## src/rtl/smm_pkg.sv

```systemverilog
// Shared encodings for the slot-map record store manager.
// Assumes 3-bit operation codes and 8-bit status codes.
package smm_pkg;
    typedef enum logic [2:0] {
        OP_WRITE = 3'd0,
        OP_READ  = 3'd1,
        OP_CLEAR = 3'd2,
        OP_NEXT  = 3'd3,
        OP_FIRST = 3'd4
    } smm_op_e;

    localparam logic [7:0] ST_OK       = 8'h00;
    localparam logic [7:0] ST_NOSPACE  = 8'h01;
    localparam logic [7:0] ST_FAILED   = 8'h03;
    localparam logic [7:0] ST_EMPTY    = 8'h04;
    localparam logic [7:0] ST_NOTFOUND = 8'h05;
endpackage

```

## src/rtl/smm_map_ram.sv

```systemverilog
// Slot table: one identifier per slot, zero means free.
// Combinational read port and one synchronous write port.
// Assumes writes only target usable slots; header slots stay zero.
module smm_map_ram #(
    parameter int SLOTS     = 16,
    parameter int ID_W      = 64,
    parameter int IW        = 5,
    parameter int FIRST_IDX = 2
) (
    input  logic            clk,
    input  logic            rst_n,
    input  logic [IW-1:0]   rd_addr,
    output logic [ID_W-1:0] rd_data,
    input  logic            wr_en,
    input  logic [IW-1:0]   wr_addr,
    input  logic [ID_W-1:0] wr_data
);
    localparam int AW = (SLOTS > 1) ? $clog2(SLOTS) : 1;

    logic [ID_W-1:0] mem [SLOTS];

    // Table storage: cleared on reset, updated by the controller.
    always_ff @(posedge clk) begin
        if (!rst_n) begin
            for (int i = 0; i < SLOTS; i++) mem[i] <= '0;
        end else if (wr_en && (wr_addr < IW'(SLOTS))) begin
            mem[wr_addr[AW-1:0]] <= wr_data;
        end
    end

    // Read port: addresses past the table read as free.
    always_comb begin
        rd_data = (rd_addr < IW'(SLOTS)) ? mem[rd_addr[AW-1:0]] : '0;
    end

    assert_wr_range_R2: assert property (@(posedge clk) disable iff (!rst_n)
        wr_en |-> (wr_addr >= IW'(FIRST_IDX) && wr_addr < IW'(SLOTS)));
    assert_wr_not_ones_R1: assert property (@(posedge clk) disable iff (!rst_n)
        wr_en |-> (wr_data != '1));
endmodule

```

## src/rtl/smm_rec_counter.sv

```systemverilog
// Valid-record counter with increment and decrement strobes.
// Assumes the two strobes are never high together.
module smm_rec_counter #(
    parameter int CW = 32
) (
    input  logic          clk,
    input  logic          rst_n,
    input  logic          inc,
    input  logic          dec,
    output logic [CW-1:0] count
);
    // Count register: moves by one on each strobe.
    always_ff @(posedge clk) begin
        if (!rst_n)   count <= '0;
        else if (inc) count <= count + CW'(1);
        else if (dec) count <= count - CW'(1);
    end

    assert_no_underflow_R5: assert property (@(posedge clk) disable iff (!rst_n)
        dec |-> (count != '0));
    assert_strobe_excl_R4: assert property (@(posedge clk) disable iff (!rst_n)
        !(inc && dec));
    assert_no_overflow_R4: assert property (@(posedge clk) disable iff (!rst_n)
        inc |-> (count != '1));
endmodule

```

## src/rtl/smm_scan_ctrl.sv

```systemverilog
// Operation sequencer: decodes a started operation and scans the table
// one slot per clock for lookup, free-slot search or cursor walk.
// Assumes the table read port is combinational on rd_addr.
module smm_scan_ctrl
    import smm_pkg::*;
#(
    parameter int ID_W      = 64,
    parameter int IW        = 5,
    parameter int FIRST_IDX = 2,
    parameter int LAST_IDX  = 16
) (
    input  logic            clk,
    input  logic            rst_n,
    input  logic            start,
    input  logic [2:0]      op,
    input  logic [ID_W-1:0] id_in,
    input  logic [31:0]     count,
    output logic [IW-1:0]   rd_addr,
    input  logic [ID_W-1:0] rd_data,
    output logic            wr_en,
    output logic [IW-1:0]   wr_addr,
    output logic [ID_W-1:0] wr_data,
    output logic            inc,
    output logic            dec,
    output logic            busy,
    output logic            done,
    output logic [7:0]      status,
    output logic [IW-1:0]   slot,
    output logic [ID_W-1:0] id_out
);
    typedef enum logic [1:0] {S_IDLE, S_LOOKUP, S_ALLOC, S_WALK} state_e;

    localparam logic [IW-1:0] FIRST  = IW'(FIRST_IDX);
    localparam logic [IW-1:0] LAST   = IW'(LAST_IDX);
    localparam logic [31:0]   USABLE = 32'(LAST_IDX - FIRST_IDX);

    state_e          st;
    logic [IW-1:0]   idx, cursor;
    logic [31:0]     seen;
    logic [2:0]      op_q;
    logic [ID_W-1:0] id_q;
    logic            stop, hit, free_here, bad_id;

    // Scan decisions for the slot currently addressed.
    always_comb begin
        stop      = (idx >= LAST) || (seen >= count);
        hit       = (st == S_LOOKUP) && !stop && (rd_data == id_q);
        free_here = (st == S_ALLOC) && (idx < LAST) && (rd_data == '0);
        bad_id    = (id_in == '0) || (id_in == '1);
        rd_addr   = idx;
        wr_addr   = idx;
        inc       = free_here;
        dec       = hit && (op_q == OP_CLEAR);
        wr_en     = inc || dec;
        wr_data   = free_here ? id_q : '0;
        busy      = (st != S_IDLE);
    end

    // Sequencer: accepts a start when idle, steps the scan, posts results.
    always_ff @(posedge clk) begin
        if (!rst_n) begin
            st <= S_IDLE; idx <= FIRST; cursor <= FIRST; seen <= '0;
            op_q <= '0; id_q <= '0; done <= 1'b0; status <= ST_OK;
            slot <= '0; id_out <= '0;
        end else begin
            done <= 1'b0;
            case (st)
                S_IDLE: if (start) begin
                    op_q <= op; id_q <= id_in; idx <= FIRST; seen <= '0;
                    id_out <= id_in; slot <= '0;
                    case (op)
                        OP_WRITE, OP_CLEAR:
                            if (bad_id) begin done <= 1'b1; status <= ST_FAILED; end
                            else st <= S_LOOKUP;
                        OP_READ:
                            if (count == '0) begin done <= 1'b1; status <= ST_EMPTY; end
                            else if (id_in == '0) st <= S_WALK;
                            else if (id_in == '1) begin done <= 1'b1; status <= ST_FAILED; end
                            else st <= S_LOOKUP;
                        OP_NEXT: begin idx <= cursor; st <= S_WALK; end
                        OP_FIRST: begin cursor <= FIRST; st <= S_WALK; end
                        default: begin done <= 1'b1; status <= ST_FAILED; end
                    endcase
                end
                S_LOOKUP: begin
                    if (stop) begin
                        if (op_q == OP_WRITE) begin
                            st <= S_ALLOC; idx <= FIRST;
                        end else begin
                            done <= 1'b1; status <= ST_NOTFOUND; st <= S_IDLE;
                            if (op_q == OP_READ) cursor <= FIRST;
                        end
                    end else if (rd_data == id_q) begin
                        done <= 1'b1; status <= ST_OK; slot <= idx; st <= S_IDLE;
                    end else begin
                        if (rd_data != '0) seen <= seen + 32'd1;
                        idx <= idx + IW'(1);
                    end
                end
                S_ALLOC: begin
                    if (idx >= LAST) begin
                        done <= 1'b1; status <= ST_NOSPACE; st <= S_IDLE;
                    end else if (rd_data == '0) begin
                        done <= 1'b1; status <= ST_OK; slot <= idx; st <= S_IDLE;
                    end else begin
                        idx <= idx + IW'(1);
                    end
                end
                S_WALK: begin
                    if (idx >= LAST) begin
                        cursor <= FIRST; done <= 1'b1; id_out <= '1; st <= S_IDLE;
                        status <= (op_q == OP_READ) ? ST_FAILED : ST_OK;
                    end else if (rd_data != '0) begin
                        cursor <= idx + IW'(1); done <= 1'b1; status <= ST_OK;
                        slot <= idx; id_out <= rd_data; st <= S_IDLE;
                    end else begin
                        idx <= idx + IW'(1);
                    end
                end
                default: st <= S_IDLE;
            endcase
        end
    end

    assert_done_idle_R10: assert property (@(posedge clk) disable iff (!rst_n)
        done |-> !busy);
    assert_cursor_range_R8: assert property (@(posedge clk) disable iff (!rst_n)
        (cursor >= FIRST) && (cursor <= LAST));
    assert_nospace_full_R4: assert property (@(posedge clk) disable iff (!rst_n)
        (done && status == ST_NOSPACE) |-> (count == USABLE));
    assert_slot_range_R2: assert property (@(posedge clk) disable iff (!rst_n)
        (done && slot != '0) |-> (slot >= FIRST && slot < LAST));
endmodule

```

## src/rtl/slot_map_mgr.sv

```systemverilog
// Top of the slot-map record store manager: wires the table, the
// record counter and the scan sequencer. Geometry comes from byte sizes;
// assumes all three sizes are multiples of REC_BYTES.
module slot_map_mgr #(
    parameter int STORE_BYTES = 65536,
    parameter int REC_BYTES   = 4096,
    parameter int HDR_BYTES   = 8192,
    parameter int ID_W        = 64,
    localparam int SLOTS      = STORE_BYTES / REC_BYTES,
    localparam int FIRST_IDX  = HDR_BYTES / REC_BYTES,
    localparam int IW         = $clog2(SLOTS + 1)
) (
    input  logic            clk,
    input  logic            rst_n,
    input  logic            start,
    input  logic [2:0]      op,
    input  logic [ID_W-1:0] id_in,
    output logic            busy,
    output logic            done,
    output logic [7:0]      status,
    output logic [IW-1:0]   slot,
    output logic [ID_W-1:0] id_out,
    output logic [31:0]     rec_count
);
    logic [IW-1:0]   rd_addr, wr_addr;
    logic [ID_W-1:0] rd_data, wr_data;
    logic            wr_en, inc, dec;

    smm_map_ram #(.SLOTS(SLOTS), .ID_W(ID_W), .IW(IW), .FIRST_IDX(FIRST_IDX)) u_ram (
        .clk(clk), .rst_n(rst_n), .rd_addr(rd_addr), .rd_data(rd_data),
        .wr_en(wr_en), .wr_addr(wr_addr), .wr_data(wr_data));

    smm_rec_counter #(.CW(32)) u_cnt (
        .clk(clk), .rst_n(rst_n), .inc(inc), .dec(dec), .count(rec_count));

    smm_scan_ctrl #(.ID_W(ID_W), .IW(IW), .FIRST_IDX(FIRST_IDX), .LAST_IDX(SLOTS)) u_ctl (
        .clk(clk), .rst_n(rst_n), .start(start), .op(op), .id_in(id_in),
        .count(rec_count), .rd_addr(rd_addr), .rd_data(rd_data),
        .wr_en(wr_en), .wr_addr(wr_addr), .wr_data(wr_data),
        .inc(inc), .dec(dec), .busy(busy), .done(done), .status(status),
        .slot(slot), .id_out(id_out));
endmodule

```

## config.mk

```make
export PLATFORM = sky130hd
export DESIGN_NAME = slot_map_mgr
export DESIGN_NICKNAME = d
export VERILOG_FILES = /design/src/rtl/smm_pkg.sv /design/src/rtl/smm_map_ram.sv /design/src/rtl/smm_rec_counter.sv /design/src/rtl/smm_scan_ctrl.sv /design/src/rtl/slot_map_mgr.sv
export SDC_FILE = /design/constraint.sdc
export NUM_CORES = 2
export LEC_CHECK = 0
export ABC_AREA = 1
export BUFFER_PORTS_ARGS = -buffer_cell sky130_fd_sc_hd__buf_2
export CORE_MARGIN = 5
export CORE_UTILIZATION = 60
export DETAILED_ROUTE_END_ITERATION = 10
export MAX_ROUTING_LAYER = met4
export PLACE_DENSITY_LB_ADDON = 0.15
export SLEW_MARGIN = 20
export SYNTH_ARGS = -nofsm -noshare
export SYNTH_HDL_FRONTEND = slang
export SYNTH_SLANG_ARGS = --single-unit
```

## constraint.sdc

```tcl
create_clock -name clk -period 15.2 [get_ports clk]
set_clock_uncertainty 0.15 [all_clocks]
set_input_delay 1.52 -clock clk [delete_from_list [all_inputs] [get_ports clk]]
set_output_delay 1.52 -clock clk [all_outputs]
set_load 0.005 [all_outputs]
```

==> results.py <==
metrics = {
    "synth": {
        "seq_area_frac_synth_pct": 57.31,
        "synth_xor_area_share_pct": 0.7996,
        "yosysUniqueCellTypes": 46,
        "synth_fa_ha_area_share_pct": 1.522,
        "synth_commonest_cells": "nand2_1, nor2_1, edfxtp_1",
        "syn_avg_cell_area_sq_um": 8.588,
        "synth_compound_area_share_pct": 6.407,
        "yosys.area.top_type": "edfxtp_1",
        "synth-seq-cells": 1244,
        "synthMuxAreaShare_pct": 0,
        "synth-simple-area-share_pct": 27.23,
        "syn_inst": 7142,
        "yosysWarningCount": 0,
        "synth-edff-count": 1024,
        "synthTopCellsByArea": "edfxtp_1, nand2_1, nor2_1",
        "synth_top_family_by_area": "simple AND/OR/NAND/NOR gates",
        "ys_async_sr_fraction_pct": 0,
        "synth.top_cell.area_share_pct": 50.13,
        "synthFlopType": "edfxtp_1",
        "syn_area_sq_um": 61340,
        "yosysMostFrequentCell": "nand2_1",
    },
    "run": {
        "max_cap_viol_count": 0,
    },
    "worst_setup_path": {
        "arrival_ps": 9250,
        "critPathMaxFanout": 99,
        "timing_worst_setup_path_type": "reg -> reg",
        "path_common_cell": "nand2_1",
        "slowest_stage": "nand2_2",
        "start_kind": "flop",
        "cp.buffers_inverters": 3,
        "required_ps": 15400,
        "cp_cell_sequence": "buf_4 -> buf_4 -> nor2_1 -> nor2_1 -> o21ai_0 -> nand3_1 -> nand3_1 -> nand2_1 -> nand2_1 -> nand2_1 -> nand2_1 -> nor2_1 -> nand2_1 -> nor2_1 -> nand2_1 -> nor2_2 -> nand4_2 -> nand2_2 -> nand3_4 -> nand2_4 -> buf_4",
        "path_delay_family": "simple AND/OR/NAND/NOR gates",
        "end_kind": "flop",
        "max_stage_delay_ps": 1040,
    },
    "min_path": {
        "hold_class": "reg -> reg",
    },
    "detailed_routing": {
        "drt-initial-drc-count": 6627,
        "num_vias": 51376,
        "drc": 0,
        "post_drt_wl_per_cell_um": 24.29,
        "finalWirelength_um": 205800,
        "vias_per_cell": 6.062,
        "drtPass1Iterations": 6,
        "postRouteAntennaNets": 0,
    },
    "global_routing": {
        "antenna_found_initial": 0,
        "grt_max_degree": 167,
        "grt_pass1_wl_um": 303100,
        "grt_pass1_vias": 48165,
        "grt_overflow": 0,
        "grt.total_usage_pct": 38.26,
    },
    "timing": {
        "setup_tns_ps": 0,
        "max_freq_mhz": 110.5,
        "period_share_pct": 59.53,
        "tightestPinTransition_ps": 1208,
        "min_period_ps": 9048,
        "hold_viol_final": 0,
        "relSlewSlack_pct": 19.45,
        "setup-violations-final": 0,
        "slew_violations": 0,
        "rsz0062_at_grt": "false",
    },
    "placement": {
        "place_congestion": 1.001,
        "hpwl_um": 122300,
        "io_buffers": 175,
        "postPlaceCellArea_sq_um": 62440,
    },
    "die": {
        "coreArea_sq_um": 101600,
        "num_io_pins": 181,
        "die_w_um": 329.7,
        "dieArea_sq_um": 108700,
        "die_h_um": 329.7,
        "rows": 117,
        "initial_core_util_pct": 60.38,
    },
    "clock_network": {
        "cts_hold_buffers": 0,
        "cts.sinks": 1244,
        "cts_root_buf": "clkbuf_16",
        "max-clock-path-buffers": 3,
        "clk_pin_slew_ps": 60,
        "numCtsBuffers": 134,
        "htree_levels": 4,
        "clk_latency_ps": 760,
        "post_cts_buffers": 0,
        "cts_tree": "done",
        "cts-resized-gates": 0,
    },
    "status": {
        "run_status": "complete, no violations",
    },
    "layout": {
        "area_growth_pct": 8.765,
        "drive_above_1_share_pct": 7.305,
        "final_cell_area_sq_um": 66720,
        "nNetsFinal": 7146,
        "utilization_pct": 65.67,
    },
    "power_and_ir_drop": {
        "peakVddDrop_v": 0.0001651,
        "power_density_nw_per_um2": 173.6,
        "leakage_nw": 25.75,
    },
}
==> final cells by class <==
cell class / instances / area, sq um
flip-flops and latches: 1244 / 35170
fillers: 8537 / 34880
multi-input cells: 4922 / 22410
clock buffers: 166 / 3575
inverters: 458 / 1742
well taps: 1368 / 1712
repair buffers: 242 / 1443
clock inverters: 73 / 659.4
diodes: 2 / 5.005
==> cell usage in the layout, fill, tap and decap left out, drive strengths merged, types with 49 or more instances in the layout <==
cell | netlist | final
a21oi | 234 | 234
buf | 317 | 242
clkbuf | 205 | 166
clkinv | 1 | 49
dfxtp | 220 | 220
edfxtp | 1024 | 1024
ha | 73 | 73
inv | 457 | 468
nand2 | 1756 | 1756
nand3 | 564 | 564
nand4 | 145 | 145
nor2 | 1518 | 1518
o211ai | 74 | 74
o21ai | 314 | 314
o22ai | 66 | 66
==> registers in the layout, indices dropped and copies added (netlist names), 3 cells and up, named ones only <==
name	cells
u_ctl.id_out	64
u_ctl.status	3
u_cnt.count	32
u_ctl.op_q	3
u_ctl.id_q	64
u_ram.mem	1024
u_ctl.seen	32
u_ctl.rd_addr	5
u_ctl.slot	5
u_ctl.cursor	5
==> metal layers <==
layer | global-route usage [%] | routed length (um)
met1 | 47.15 | 73910
met2 | 60.24 | 96780
met3 | 5.635 | 19800
met4 | 23.30 | 15340
met5 | - | 0
==> worst paths after layout <==
kind / depth (start not counted) / end / start / slack, ps
setup / recovery: 21 / u_ram.mem[7][18] / flop / 6150
hold / removal: 2 / u_ctl.cursor[0] / u_ctl.cursor[0] / 320
setup reg to reg: 21 / u_ram.mem[7][18] / flop / 6150
hold reg to reg: 2 / u_ctl.cursor[0] / u_ctl.cursor[0] / 320
==> metrics by stage <==
step	setup slack, ps	hold WS [ps]	cells	total power, mW
final	6152	318.0	8475	11.58
after global routing	5785	338.4	8473	12.04
after CTS	6158	321.6	8472	11.48
after detailed placement	6193	312.4	8233	8.305
after global placement	6250	296.5	8232	8.285
after floorplan	9955	278.0	7146	6.731
==> power by group <==
group / leakage, nW / internal, mW / switching, mW
registers: 11.6 / 3.96 / 0.301
logic: 12.1 / 1.01 / 3.09
clock network: 2.06 / 1.84 / 1.38
==> worst reg2reg max path, delay by kind of cell (launching register included) <==
kind	cells	cell delay, ps
flip-flops	1	770
AND/OR/NAND/NOR	17	4980
buffers and inverters	3	2600
AO/OA/AOI/OAI	1	120
==> kinds of logic after synthesis <==
kind of cell    Yosys count
compound gates          716
xor+xnor                 56
fa+ha+maj                74
buf+inv                 980
flops                  1244
other cells               1
simple gates           4071
No activity file was read; power rests on OpenSTA's default activity.
